### config.mk
export PLATFORM = sky130hd
export DESIGN_NAME = swi_bank
export DESIGN_NICKNAME = d
export VERILOG_FILES = /design/src/rtl/swi_pkg.sv /design/src/rtl/swi_addr_dec.sv /design/src/rtl/swi_cell.sv /design/src/rtl/swi_bank.sv
export SDC_FILE = /design/constraint.sdc
export NUM_CORES = 1
export LEC_CHECK = 0
export BUFFER_PORTS_ARGS = -buffer_cell sky130_fd_sc_hd__buf_2
export CORE_MARGIN = 4
export CORE_UTILIZATION = 31
export DETAILED_ROUTE_END_ITERATION = 7
export PLACE_DENSITY_LB_ADDON = 0.05
export RECOVER_POWER = 25
export SLEW_MARGIN = 40
export SYNTH_ARGS = -nofsm -noshare
export SYNTH_HDL_FRONTEND = slang
export SYNTH_HIERARCHICAL = 1
export SYNTH_SLANG_ARGS = --single-unit
### constraint.sdc
create_clock -name clk -period 3.14 [get_ports clk]
set_input_delay 0.942 -clock clk [delete_from_list [all_inputs] [get_ports clk]]
set_output_delay 0.942 -clock clk [all_outputs]
set_load 0.05 [all_outputs]
### src/rtl/swi_pkg.sv
package swi_pkg;

    localparam int WORD_W = 32;

    typedef logic [WORD_W-1:0] word_t;

    typedef enum logic {
        MODE_LEVEL   = 1'b0,
        MODE_TRIGGER = 1'b1
    } swi_mode_e;

    typedef struct packed {
        logic rd;
        logic wr;
        logic bit_val;
    } bus_op_t;

    function automatic word_t bit_to_word(input logic b);
        word_t w;
        w    = '0;
        w[0] = b;
        return w;
    endfunction

endpackage

### src/rtl/swi_addr_dec.sv
module swi_addr_dec #(
    parameter int NUM_HARTS = 4,
    parameter int ADDR_W    = 12
) (
    input  logic [ADDR_W-1:0]    addr,
    output logic                 hit,
    output logic [NUM_HARTS-1:0] sel_oh
);
    localparam int WIDX_W = ADDR_W - 2;

    logic [WIDX_W-1:0] widx;
    logic              aligned;

    assign widx    = addr[ADDR_W-1:2];
    assign aligned = (addr[1:0] == 2'b00);

    for (genvar k = 0; k < NUM_HARTS; k++) begin : g_match
        assign sel_oh[k] = aligned && (widx == WIDX_W'(k));
    end

    assign hit = |sel_oh;
endmodule

### src/rtl/swi_cell.sv
module swi_cell #(
    parameter swi_pkg::swi_mode_e MODE = swi_pkg::MODE_LEVEL
) (
    input  logic clk,
    input  logic rst,
    input  logic wr_en,
    input  logic wr_bit,
    output logic line,
    output logic rd_bit
);
    if (MODE == swi_pkg::MODE_LEVEL) begin : g_level
        logic pend_q;
        always_ff @(posedge clk) begin
            if (rst)        pend_q <= 1'b0;
            else if (wr_en) pend_q <= wr_bit;
        end
        assign line   = pend_q;
        assign rd_bit = pend_q;
    end else begin : g_trigger
        logic pulse_q;
        always_ff @(posedge clk) begin
            if (rst) pulse_q <= 1'b0;
            else     pulse_q <= wr_en & wr_bit;
        end
        assign line   = pulse_q;
        assign rd_bit = 1'b0;
    end
endmodule

### src/rtl/swi_bank.sv
module swi_bank #(
    parameter int NUM_HARTS    = 4,
    parameter int ADDR_W       = 12,
    parameter bit TRIGGER_MODE = 1'b0
) (
    input  logic                  clk,
    input  logic                  rst,
    input  logic                  bus_sel,
    input  logic                  bus_we,
    input  logic [ADDR_W-1:0]     bus_addr,
    input  logic [31:0]           bus_wdata,
    output logic [31:0]           bus_rdata,
    output logic [NUM_HARTS-1:0]  sw_irq
);
    import swi_pkg::*;

    localparam swi_mode_e MODE = TRIGGER_MODE ? MODE_TRIGGER : MODE_LEVEL;

    logic                 hit;
    logic [NUM_HARTS-1:0] sel_oh;
    logic [NUM_HARTS-1:0] rd_bits;
    bus_op_t              op;
    word_t                rdata_q;
    logic                 unused_wdata;

    assign unused_wdata = ^bus_wdata[31:1];

    swi_addr_dec #(
        .NUM_HARTS (NUM_HARTS),
        .ADDR_W    (ADDR_W)
    ) u_dec (
        .addr   (bus_addr),
        .hit    (hit),
        .sel_oh (sel_oh)
    );

    always_comb begin
        op.rd      = bus_sel & ~bus_we;
        op.wr      = bus_sel & bus_we & hit;
        op.bit_val = bus_wdata[0];
    end

    for (genvar h = 0; h < NUM_HARTS; h++) begin : g_hart
        swi_cell #(
            .MODE (MODE)
        ) u_cell (
            .clk    (clk),
            .rst    (rst),
            .wr_en  (op.wr & sel_oh[h]),
            .wr_bit (op.bit_val),
            .line   (sw_irq[h]),
            .rd_bit (rd_bits[h])
        );
    end

    always_ff @(posedge clk) begin
        if (rst)        rdata_q <= '0;
        else if (op.rd) rdata_q <= bit_to_word(|(sel_oh & rd_bits));
        else            rdata_q <= '0;
    end

    assign bus_rdata = rdata_q;
endmodule

Yosys cells after proc, flatten, opt, wreduce, memory -nomap -nowiden
Cells that the tools add are included.

storage, ports and cells
  word-level logic and storage cells = 28
  flip-flop bits (word level) = 36
  output and inout port bits = 36
  input port bits = 48

cells by class
  reduce and logical (&&, ||, !) cells = 9
  bitwise logic cells = 10
  equal/unequal tests = 3

operator list
  cell                   number
  $eq A10 B2 Y1 const B  2
  $eq A10 B1 Y1 const B  1
  $logic_not A10 Y1      1
  $reduce_or A4 Y1       2
  $and A1 B1 Y1          7
  $and A4 B4 Y4          1
  $logic_and A1 B1 Y1    4
  $logic_not A2 Y1       1
  $not A1 Y1             2
  $reduce_or A2 Y1       1

Logic depth before layout (Yosys ltp)
Gate-level depths: netlist of the first run.

  depth after elaboration = 5
  depth in mapped cells = 6
  depth with buffers taken out = 6

Modules after synthesis
The synthesis of the first run kept the hierarchy.

by module, submodules not included
  module        cells each  area an instance (um2)  seq. area each (um2)  instances
  swi_bank      42          322.8                   20.0                  1
  swi_cell      4           41.3                    20.0                  4
  swi_addr_dec  12          81.3                    0.0                   1

Worst setup path before layout of the first run
No wires, ideal clock.

  kind = input-to-reg
  start = in bus_addr[9]
  end = reg rdata_q[0] (netlist: bus_rdata[0])
  path slack = 0.789 ns
  library setup time = 0.103 ns
  arrival time = 2.248 ns
  data required time = 3.037 ns
  path buffers = 0
  stages on the path = 4
  cell sequence = or4_4 -> nor4_1 -> a22oi_1 -> a2111oi_2

between the ends
  cells in the longest elaborated chain, start to end = 4
  elaborated cells between the ends (all ways) = 10
  classes of those cells = eq/ne: 3; bitwise: 1; reduce/logical: 6

ends and longest elaborated chain
  element               RTL line            RTL
  from (decl)           swi_bank.sv:10      input logic [ADDR_W-1:0] bus_addr,
  $eq A10 B1 Y1         swi_addr_dec.sv:18  assign sel_oh[k] = aligned && (widx == WIDX_W'(k));
  $logic_and A1 B1 Y1   swi_addr_dec.sv:18
  via sel_oh[1]         swi_bank.sv:20      logic [NUM_HARTS-1:0] sel_oh;
  $and A4 B4 Y4         swi_bank.sv:58      else if (op.rd) rdata_q <= bit_to_word(|(sel_oh & rd_bits));
  $reduce_or A4 Y1      swi_bank.sv:58
  to (signal assigned)  swi_bank.sv:58
  to (decl)             swi_bank.sv:23      word_t rdata_q;

The timed path passes the listed nets, and every way through them passes these cells.
A chain may end at the register's enable or synchronous reset.

Worst setup path after layout of the first run
  start = in bus_addr[9]
  end = reg g_hart[3].u_cell.g_level.pend_q

between the ends
  cells in the longest elaborated chain, start to end = 5
  elaborated cells between the ends (all ways) = 11
  classes of those cells = eq/ne: 3; bitwise: 2; reduce/logical: 6

ends and longest elaborated chain
  element                  RTL line            RTL
  $eq A10 B2 Y1 (*)        swi_addr_dec.sv:18
  $logic_and A1 B1 Y1 (*)  swi_addr_dec.sv:18
  via sel_oh[3]            swi_bank.sv:20
  $reduce_or A4 Y1         swi_addr_dec.sv:21  assign hit = |sel_oh;
  $and A1 B1 Y1            swi_bank.sv:39      op.wr = bus_sel & bus_we & hit;
  $and A1 B1 Y1 (*)        swi_bank.sv:49      .wr_en (op.wr & sel_oh[h]),
  to (signal assigned)     swi_cell.sv:15      else if (wr_en) pend_q <= wr_bit;
  to (decl)                swi_cell.sv:12      logic pend_q;

Mark *: on every way through the listed nets, which the timed path passes. The rest lies on a longest branch.

==> results of run 1 <==
[worst min-delay path, cell delays in order (launching register included)]
cell and delay (ns):
dfxtp_1 0.33, mux2i_1 0.07, nor2_1 0.08
[synth_stat cells (2+ instances only)]
master    instances
nor4_1            3
a22oi_1           2
nor2_1            4
mux2i_1           4
nand2b_1          2
dfxtp_1           5
nor3_1            2
or4_4             2
and2_1            3
buf_4            35
[cells by family after synthesis]
family | count (synthesis)
buf+inv | 36
simple gates | 21
flops | 5
mux | 4
compound gates | 3
other cells | 1
[cell usage in the layout (no fill, tap or decap)]
master / n
a2111oi_2: 1
a22oi_1: 2
and2_1: 3
and2_2: 1
and3_1: 1
buf_2: 19
clkbuf_1: 3
clkbuf_4: 3
conb_1: 31
dfxtp_1: 5
inv_1: 1
mux2i_1: 4
nand2_1: 1
nand2b_1: 2
nor2_1: 4
nor3_1: 2
nor4_1: 3
or2_2: 1
or4_1: 1
or4_4: 2
[how the worst min path moves through the flow]
| stage | start | to | cells after the start |
|---|---|---|---|
| after floorplan | g_hart[1].u_cell/line | g_hart[1].u_cell/line | 2 |
| after global placement | g_hart[1].u_cell/line | g_hart[1].u_cell/line | 2 |
| final | g_hart[1].u_cell/line | g_hart[1].u_cell/line | 2 |
| after CTS | g_hart[0].u_cell/line | g_hart[0].u_cell/line | 2 |
| after global routing | g_hart[0].u_cell/line | g_hart[0].u_cell/line | 2 |
| after detailed placement | g_hart[0].u_cell/line | g_hart[0].u_cell/line | 2 |
[power breakdown]
| group | leakage, nW | internal, mW | total [mW] | switching, mW |
|---|---|---|---|---|
| clock | 0.0150 | 0.0480 | 0.0737 | 0.0257 |
| combinational | 0.234 | 0.00970 | 0.0988 | 0.0891 |
| sequential | 0.0402 | 0.0637 | 0.0637 | 0.00000000275 |
[sequential cells by signal (all words and copies together), names as in the netlist]
name                count
g_hart.u_cell/line      4
bus_rdata               1
[per-layer routing]
| layer | share of wire [%] | GRT usage, % |
|---|---|---|
| met2 | 46 | 9.57 |
| met3 | 12 | 2.04 |
| met4 | 0 | 5.38 |
| met5 | 0 | 0 |
| met1 | 42 | 8.14 |
[final cells by class]
cell class,instances,area (µm²),area share (%)
Clock buffer,4,26.3,4.54
Timing Repair Buffer,21,103,17.7
Multi-Input combinational cell,59,315,54.4
Sequential cell,5,100,17.3
Tap cell,25,31.3,5.40
Inverter,1,3.75,0.648
==> impl_table.tex, run 1 <==
\begin{tabular}{lr}
\hline
Metric & Value \\
\hline
\multicolumn{2}{l}{\textbf{Detailed routing}} \\
\quad Pre-Repair DR Iteration Count & 2 \\
\quad Final ANT Viol Nets & 0 \\
\quad Number of vias after detailed routing & 408 \\
\quad Routed wire per std cell & 8.59 µm \\
\quad DRC marker count from the first detailed-route iteration & 4 \\
\quad DRC violation count after routing & 0 \\
\quad Via density & 3.55 \\
\quad Post-detailed-routing wire length & 988 µm \\
\multicolumn{2}{l}{\textbf{STA}} \\
\quad Setup Total Neg Slack & 0 ns \\
\quad Final worst path period share & 74.1\% \\
\quad Transition time of the tightest slew-check pin & 0.600 ns \\
\quad Layout Skew & 0.00145 ns \\
\quad Setup violation total in the final timing report & 0 \\
\quad Final hold violation count & 0 \\
\quad RSZ-0062 raised after global routing & false \\
\quad Setup slack after layout & 0.815 ns \\
\quad Final max-slew violation count & 0 \\
\quad Maximum clock frequency & 430 MHz \\
\quad Slew margin rel. & 60.2\% \\
\quad Hold Slack & 0.516 ns \\
\quad Min Tclk post-route & 2.33 ns \\
\multicolumn{2}{l}{\textbf{Critical path}} \\
\quad Cell breakdown of the critical path & buf\_2, or4\_4, nor4\_1, and2\_1, mux2i\_1, nor2\_1 \\
\quad Arrival time of data at the critical path endpoint & 2.46 ns \\
\quad Highest-delay cell along the critical path & or4\_4 \\
\quad R2r startpoint & g\_hart[0].u\_cell/line \\
\quad Maximum single-stage delay on the critical path & 0.56 ns \\
\quad Reg2Reg Capture Point & bus\_rdata[0] \\
\quad Register-to-register path setup slack & 2.23 ns \\
\quad Count of buffer and inverter cells on the critical path & 1 \\
\quad Setup Crit Path Kind & primary input to flop \\
\quad Cell family with most CP delay & simple AND/OR/NAND/NOR gates \\
\quad Data required time at the worst endpoint & 3.27 ns \\
\quad Worst-path fanout max & 5 \\
\quad Critical path destination & g\_hart[3].u\_cell/line \\
\quad Crit. Startpoint & bus\_addr[9] \\
\quad Worst Reg2Reg Path Length in Cells & 2 \\
\quad Worst Setup End Kind & flop \\
\quad Critical path depth & 6 \\
\quad Worst setup SP type & primary input \\
\multicolumn{2}{l}{\textbf{Placement}} \\
\quad Placement Setup Slack & 0.561 ns \\
\quad Port-buffer cells & 21 \\
\quad Post-Place Cell Area & 556 µm² \\
\quad Placed cell count & 111 \\
\quad Final HPWL from detailed placement & 895 µm \\
\quad Global placement routability congestion & 0.677 \\
\multicolumn{2}{l}{\textbf{Synthesis}} \\
\quad XOR/XNOR share of the synthesized area & 0\% \\
\quad Post-synthesis compound-gate area fraction & 5.27\% \\
\quad Top FF cell, synth & dfxtp\_1 \\
\quad Adder-cell share of the synthesized area & 0\% \\
\quad Synthesized area per cell & 8.13 µm² \\
\quad Simple-gate share of the synthesized area & 22.6\% \\
\quad Part of the Yosys area used for sequential elements & 17.6\% \\
\quad Number of enable flip-flop cells after synthesis & 0 \\
\quad Yosys synthesis warning count & 6 \\
\quad Main combinational cell family by area after synthesis & buffers and inverters \\
\quad Unique cell type count in the Yosys netlist & 18 \\
\quad Syn Std Cell Area & 569 µm² \\
\quad Fraction of post-synthesis cell area in the top cell type by area & 46.2\% \\
\quad Syn Inst Count & 70 \\
\quad Mux cell area share after synthesis & 7.03\% \\
\quad Leading area contributor after synthesis & buf\_4 \\
\quad Flip-flop and latch count after synthesis & 5 \\
\quad Top post-synthesis cells by area & buf\_4, dfxtp\_1, mux2i\_1 \\
\quad Async set-or-reset flop fraction in the synthesized netlist & 0\% \\
\multicolumn{2}{l}{\textbf{Clocking}} \\
\quad Number of setup buffers added after CTS & 0 \\
\quad Total number of H-tree levels & 1 \\
\quad Num Clock Sinks & 5 \\
\quad Total CTS buffers & 3 \\
\quad TritonCTS clock tree & built \\
\quad Post-cts sizing count & 0 \\
\quad Clock Tree Root & clkbuf\_4 \\
\quad Number of hold buffers added after CTS & 0 \\
\quad Clock slew at reported path FFs & 0.04 ns \\
\quad Number of buffers on the longest clock path & 2 \\
\quad Clock Latency Late Sink & 0.24 ns \\
\multicolumn{2}{l}{\textbf{Pwr}} \\
\quad Total power of the final layout & 0.236 mW \\
\quad Leakage power total & 0.289 nW \\
\quad Largest voltage drop on the vdd net & 0.000174 V \\
\quad P per Cell Area & 408 nW/µm² \\
\multicolumn{2}{l}{\textbf{Finish}} \\
\quad Ratio of cells with drive above 1 in the final layout & 30.0\% \\
\quad Fillcell total & 204 \\
\quad Non-filler instance count after layout & 115 \\
\quad Layout Area Growth over Synthesis & 1.76\% \\
\quad Design Area, Final & 579 µm² \\
\quad Fin util & 33.6\% \\
\quad ANT cells & 0 \\
\quad Post-layout net count & 139 \\
\multicolumn{2}{l}{\textbf{Die}} \\
\quad Count of pins on the block boundary & 84 \\
\quad Starting Density & 33.0\% \\
\quad Cell Rows & 15 \\
\quad Die Span X & 50.9 µm \\
\quad Vertical extent of the die & 50.9 µm \\
\quad Die area & 2590 µm² \\
\quad Core outline area & 1730 µm² \\
\multicolumn{2}{l}{\textbf{GRT}} \\
\quad Gr ovfl total & 0 \\
\quad Maximum number of pins on one net before global-route repair & 6 \\
\quad First-pass GRT wire length & 1.30 mm \\
\quad All-layer global routing usage & 6.67\% \\
\quad Number of global-route vias before repair & 357 \\
\quad Initial antenna violation count & 0 \\
\multicolumn{2}{l}{\textbf{Run status}} \\
\quad Outcome & complete, no violations \\
\multicolumn{2}{l}{\textbf{Job}} \\
\quad Max-capacitance violation count & 0 \\
\multicolumn{2}{l}{\textbf{Min path}} \\
\quad Path class of the lowest-slack min-delay path & flop to flop \\
\hline
\end{tabular}
Power figures use the tool's default switching activity.
==> inputs of run 2 (changes only) <==
- CORE_UTILIZATION: 31 -> 29
- clock period: 3.14 -> 2.3 ns (I/O delays scaled with it)
==> run 2 against run 1 <==
Clock skew hardly changed; sequential share of layout area stayed put; global-route usage is 0.32 points higher; flip-flop and latch count stayed put; first-iteration DRC count is 75% higher; count of clock-buffer cells in the layout stayed put; clock power is 38% higher; critical endpoint is now bus_rdata[0]; largest power group unchanged; highest routed layer is now met4.
==> impl_table.tex, run 2 (same netlist as run 1, synthesis figures left out) <==
\begin{tabular}{lr}
\hline
Metric & Value \\
\hline
\multicolumn{2}{l}{\textbf{Run status}} \\
\quad Outcome & complete, no violations \\
\multicolumn{2}{l}{\textbf{Critical path}} \\
\quad Worst Setup End Kind & flop \\
\quad Data required time at the worst endpoint & 2.44 ns \\
\quad Worst setup SP type & primary input \\
\quad Worst-path fanout max & 5 \\
\quad Crit. Startpoint & bus\_addr[9] \\
\quad Setup Crit Path Kind & primary input to flop \\
\quad Arrival time of data at the critical path endpoint & 2.25 ns \\
\quad R2r startpoint & g\_hart[0].u\_cell/line \\
\multicolumn{2}{l}{\textbf{GRT}} \\
\quad Initial antenna violation count & 0 \\
\quad Gr ovfl total & 0 \\
\quad Maximum number of pins on one net before global-route repair & 6 \\
\quad First-pass GRT wire length & 1.39 mm \\
\quad All-layer global routing usage & 7.00\% \\
\quad Number of global-route vias before repair & 348 \\
\multicolumn{2}{l}{\textbf{Clocking}} \\
\quad Clock Latency Late Sink & 0.24 ns \\
\quad Total CTS buffers & 3 \\
\quad Num Clock Sinks & 5 \\
\quad TritonCTS clock tree & built \\
\quad Number of hold buffers added after CTS & 0 \\
\quad Clock slew at reported path FFs & 0.04 ns \\
\quad Post-cts sizing count & 0 \\
\quad Total number of H-tree levels & 1 \\
\quad Number of setup buffers added after CTS & 0 \\
\quad Clock Tree Root & clkbuf\_4 \\
\quad Number of buffers on the longest clock path & 2 \\
\multicolumn{2}{l}{\textbf{Pwr}} \\
\quad P per Cell Area & 559 nW/µm² \\
\quad Leakage power total & 0.289 nW \\
\quad Largest voltage drop on the vdd net & 0.000201 V \\
\multicolumn{2}{l}{\textbf{STA}} \\
\quad Min Tclk post-route & 2.11 ns \\
\quad Final worst path period share & 92.0\% \\
\quad Setup violation total in the final timing report & 0 \\
\quad Slew margin rel. & 60.4\% \\
\quad Transition time of the tightest slew-check pin & 0.597 ns \\
\quad Layout Skew & 0.00100 ns \\
\quad Final hold violation count & 0 \\
\quad Final max-slew violation count & 0 \\
\quad Setup Total Neg Slack & 0 ns \\
\quad Maximum clock frequency & 473 MHz \\
\quad RSZ-0062 raised after global routing & false \\
\multicolumn{2}{l}{\textbf{Placement}} \\
\quad Final HPWL from detailed placement & 896 µm \\
\quad Port-buffer cells & 21 \\
\quad Global placement routability congestion & 0.628 \\
\multicolumn{2}{l}{\textbf{Finish}} \\
\quad Most frequent standard cell in the layout excluding fill and tap cells & conb\_1 \\
\quad Ratio of cells with drive above 1 in the final layout & 30.0\% \\
\quad Layout Area Growth over Synthesis & 1.76\% \\
\quad Post-layout net count & 139 \\
\quad Number of flip-flops under the largest register name & 4 \\
\quad Fin util & 32.2\% \\
\quad ANT cells & 0 \\
\quad Commonest cells after routing, fill and taps aside & conb\_1, buf\_2, dfxtp\_1 \\
\multicolumn{2}{l}{\textbf{Detailed routing}} \\
\quad Pre-Repair DR Iteration Count & 2 \\
\quad DRC marker count from the first detailed-route iteration & 7 \\
\quad Post-detailed-routing wire length & 1.04 mm \\
\quad DRC violation count after routing & 0 \\
\quad Number of vias after detailed routing & 420 \\
\quad Via density & 3.65 \\
\quad Final ANT Viol Nets & 0 \\
\quad Routed wire per std cell & 9.06 µm \\
\multicolumn{2}{l}{\textbf{Die}} \\
\quad Count of pins on the block boundary & 84 \\
\quad Core outline area & 1800 µm² \\
\quad Cell Rows & 15 \\
\quad Vertical extent of the die & 52.3 µm \\
\quad Die Span X & 52.3 µm \\
\quad Starting Density & 31.6\% \\
\quad Die area & 2740 µm² \\
\multicolumn{2}{l}{\textbf{Min path}} \\
\quad Hold path startpoint & g\_hart[1].u\_cell/line \\
\quad Path class of the lowest-slack min-delay path & flop to flop \\
\multicolumn{2}{l}{\textbf{Job}} \\
\quad Max-capacitance violation count & 0 \\
\hline
\end{tabular}
-- run 2: cell counts in the layout (fill, tap and decap cells not counted) --
Identical to the previous run, type by type.
-- run 2: worst max-delay path, stage by stage --
cell and delay, ns:
buf_2 0.10, or4_4 0.56, nor4_1 0.39, a22oi_1 0.15, a2111oi_2 0.37
-- run 2: power breakdown --
group	internal [mW]	total, mW	leakage (nW)	switching, mW
Combinational	0.0132	0.135	0.234	0.122
Clock	0.0656	0.102	0.0150	0.0366
Sequential	0.0870	0.0870	0.0402	0.00000000429
Total	0.166	0.324	0.289	0.158
-- run 2: final timing paths --
kind / end / slack (ns) / cells after the start
worst min register to register: g_hart[1].u_cell/line / 0.54 / 2
worst max-delay path: bus_rdata[0] / 0.19 / 5
worst min-delay path: g_hart[1].u_cell/line / 0.54 / 2
worst max register to register: bus_rdata[0] / 1.36 / 2
-- run 2: through the flow --
stage	worst slack [ns]	area (µm²)	hold slack (ns)	std cells	power, mW
finish	0.185	579	0.537	115	0.324
global route	0.000270	579	0.559	115	0.336
CTS	0.190	582	0.542	115	0.328
detailed placement	-0.0452	556	0.517	111	0.222
global placement	-0.0798	556	0.523	111	0.222
floorplan	0.201	682	0.744	100	0.246
-- run 2: final cells by class --
type	instances	area, µm²
flip-flops and latches	5	100
inverters	1	3.75
multi-input cells	59	315
clock buffers	4	26.3
repair buffers	21	103
fillers	198	1220
well taps	25	31.3
-- run 2: metal layers --
| layer | vias up | part of all wire [%] | track usage [%] |
|---|---|---|---|
| li1 | 210 | - | - |
| met3 | 2 | 16 | 2.85 |
| met1 | 176 | 41 | 7.81 |
| met5 | - | 0 | 0 |
| met2 | 32 | 42 | 9.92 |
| met4 | 0 | 1.6 | 6.38 |
==> inputs of run 3 (changes only) <==
- SYNTH_HIERARCHICAL: 1 -> unset
==> run 3 against run 2 <==
Critical path depth down 1; non-clock buffer count unchanged; flip-flop and latch count unchanged; via count up 1.9%; power up 1.7%; wire length up 7.1%; first-iteration DRC count down 100%; final cell count down 4.3%; combinational power up 3%.
==> impl_table.tex, run 3 <==
\begin{tabular}{lr}
\hline
Metric & Value \\
\hline
\multicolumn{2}{l}{\textbf{Run status}} \\
\quad Outcome & complete, no violations \\
\multicolumn{2}{l}{\textbf{Clocking}} \\
\quad Total CTS buffers & 3 \\
\quad Total number of H-tree levels & 1 \\
\quad Post-cts sizing count & 0 \\
\quad Number of buffers on the longest clock path & 2 \\
\quad Clock Latency Late Sink & 0.24 ns \\
\quad Num Clock Sinks & 5 \\
\quad Number of setup buffers added after CTS & 0 \\
\quad Clock Tree Root & clkbuf\_4 \\
\quad Clock slew at reported path FFs & 0.05 ns \\
\quad TritonCTS clock tree & built \\
\quad Number of hold buffers added after CTS & 0 \\
\multicolumn{2}{l}{\textbf{Die}} \\
\quad Core outline area & 1820 µm² \\
\quad Die area & 2800 µm² \\
\quad Starting Density & 32.1\% \\
\quad Count of pins on the block boundary & 84 \\
\quad Die Span X & 52.9 µm \\
\quad Cell Rows & 15 \\
\quad Vertical extent of the die & 52.9 µm \\
\multicolumn{2}{l}{\textbf{STA}} \\
\quad RSZ-0062 raised after global routing & false \\
\quad Hold Slack & 0.489 ns \\
\quad Layout Skew & 0.000759 ns \\
\quad Setup Total Neg Slack & 0 ns \\
\quad Setup violation total in the final timing report & 0 \\
\quad Min Tclk post-route & 1.75 ns \\
\quad Transition time of the tightest slew-check pin & 0.795 ns \\
\quad Slew margin rel. & 46.5\% \\
\quad Setup slack after layout & 0.547 ns \\
\quad Final hold violation count & 0 \\
\quad Final worst path period share & 76.2\% \\
\quad Final max-slew violation count & 0 \\
\quad Maximum clock frequency & 570 MHz \\
\multicolumn{2}{l}{\textbf{GRT}} \\
\quad Initial antenna violation count & 0 \\
\quad Number of global-route vias before repair & 350 \\
\quad Maximum number of pins on one net before global-route repair & 7 \\
\quad Gr ovfl total & 0 \\
\quad All-layer global routing usage & 7.61\% \\
\quad First-pass GRT wire length & 1.50 mm \\
\multicolumn{2}{l}{\textbf{Critical path}} \\
\quad Worst-path fanout max & 5 \\
\quad Setup Crit Path Kind & primary input to flop \\
\quad Worst Setup End Kind & flop \\
\quad Arrival time of data at the critical path endpoint & 1.88 ns \\
\quad Data required time at the worst endpoint & 2.42 ns \\
\quad Register-to-register path setup slack & 1.22 ns \\
\quad Worst setup SP type & primary input \\
\multicolumn{2}{l}{\textbf{Detailed routing}} \\
\quad Pre-Repair DR Iteration Count & 1 \\
\quad DRC marker count from the first detailed-route iteration & 0 \\
\quad Final ANT Viol Nets & 0 \\
\quad Number of vias after detailed routing & 428 \\
\quad Via density & 3.89 \\
\quad Post-detailed-routing wire length & 1.12 mm \\
\quad Routed wire per std cell & 10.1 µm \\
\quad DRC violation count after routing & 0 \\
\multicolumn{2}{l}{\textbf{Placement}} \\
\quad Placed cell count & 106 \\
\quad Placement Setup Slack & 0.626 ns \\
\quad Global placement routability congestion & 0.731 \\
\quad Final HPWL from detailed placement & 968 µm \\
\quad Port-buffer cells & 21 \\
\multicolumn{2}{l}{\textbf{Finish}} \\
\quad Layout Area Growth over Synthesis & -0.428\% \\
\quad Commonest cells after routing, fill and taps aside & conb\_1, buf\_2, nand2b\_1, dfxtp\_1 \\
\quad Number of flip-flops under the largest register name & 4 \\
\quad Post-layout net count & 134 \\
\quad ANT cells & 0 \\
\quad Most frequent standard cell in the layout excluding fill and tap cells & conb\_1 \\
\quad Ratio of cells with drive above 1 in the final layout & 31.8\% \\
\quad Non-filler instance count after layout & 110 \\
\multicolumn{2}{l}{\textbf{Synthesis}} \\
\quad Yosys synthesis warning count & 0 \\
\quad Part of the Yosys area used for sequential elements & 17.1\% \\
\quad Flip-flop and latch count after synthesis & 5 \\
\quad Fraction of post-synthesis cell area in the top cell type by area & 45.0\% \\
\quad Syn Inst Count & 65 \\
\quad Post-synth top cells & buf\_4, dfxtp\_1, nand2b\_1 \\
\quad Number of enable flip-flop cells after synthesis & 0 \\
\quad Top post-synthesis cells by area & buf\_4, dfxtp\_1, mux2i\_1 \\
\quad Leading area contributor after synthesis & buf\_4 \\
\quad Top FF cell, synth & dfxtp\_1 \\
\quad Syn Std Cell Area & 584 µm² \\
\quad Synthesized area per cell & 8.99 µm² \\
\quad Most used standard cell by instance count after synthesis & buf\_4 \\
\quad Async set-or-reset flop fraction in the synthesized netlist & 0\% \\
\quad Unique cell type count in the Yosys netlist & 14 \\
\multicolumn{2}{l}{\textbf{Job}} \\
\quad Max-capacitance violation count & 0 \\
\multicolumn{2}{l}{\textbf{Pwr}} \\
\quad Leakage power total & 0.319 nW \\
\quad Largest voltage drop on the vdd net & 0.000245 V \\
\quad P per Cell Area & 566 nW/µm² \\
\multicolumn{2}{l}{\textbf{Min path}} \\
\quad Path class of the lowest-slack min-delay path & flop to flop \\
\hline
\end{tabular}
==> run 3: cell count changes in the layout (fill, tap and decap cells not counted), moves of 2 or more <==
| cell | change |
|---|---|
| a22oi_1 | -2 |
| and2_1 | -3 |
| and4bb_2 | +2 |
| buf_2 | +2 |
| clkbuf_1 | -2 |
| nand2b_1 | +3 |
| nand4_1 | +4 |
| nor2_1 | -3 |
| nor3_1 | -2 |
| nor4b_1 | +2 |
| or4_4 | -2 |
==> run 3: logic make-up after synthesis <==
family                 synth area share [%]
multiplexers                           10.7
flip-flops                             17.1
buffers and inverters                  45.0
other                                 0.642
AND/OR/NAND/NOR                        26.6
==> run 3: report_power, final <==
part	internal [mW]	switching (mW)	total, mW
Sequential	0.0869	0.00000260	0.0869
Combinational	0.0157	0.124	0.139
Clock	0.0657	0.0374	0.103
==> run 3: layer usage <==
| layer | vias up | wire [µm] | track usage, % |
|---|---|---|---|
| met3 | 0 | 182 | 5.07 |
| li1 | 202 | - | - |
| met1 | 189 | 427 | 7.77 |
| met2 | 37 | 505 | 12.4 |
| met5 | - | 0 | 0 |
| met4 | 0 | 0 | 2.55 |
==> run 3: critical path, cell delays in order <==
cell and delay [ns]:
buf_2 0.10, nor4_1 0.70, nand4_1 0.23, mux2i_1 0.17
==> run 3: final timing paths <==
kind	startpoint	end	cells past startpoint
max	bus_addr[7]	g_hart[0].u_cell.line	4
min	g_hart[3].u_cell.line	g_hart[3].u_cell.line	2
max reg2reg	g_hart[3].u_cell.line	bus_rdata[0]	2
min reg2reg	g_hart[3].u_cell.line	g_hart[3].u_cell.line	2
==> run 3: layout make-up <==
class / instances / area [µm²]
tap: 25 / 31.3
sequential: 5 / 100
timing repair buffer: 21 / 105
fill: 205 / 1240
multi-input combinational: 55 / 319
clock buffer: 4 / 26.3
==> run 3: through the flow <==
step	total power, mW	cell area (µm²)	util [%]
finish	0.329	582	32.0
global route	0.351	582	32.0
CTS	0.336	597	32.8
detailed placement	0.229	571	31.3
global placement	0.229	571	31.3
floorplan	0.249	697	-
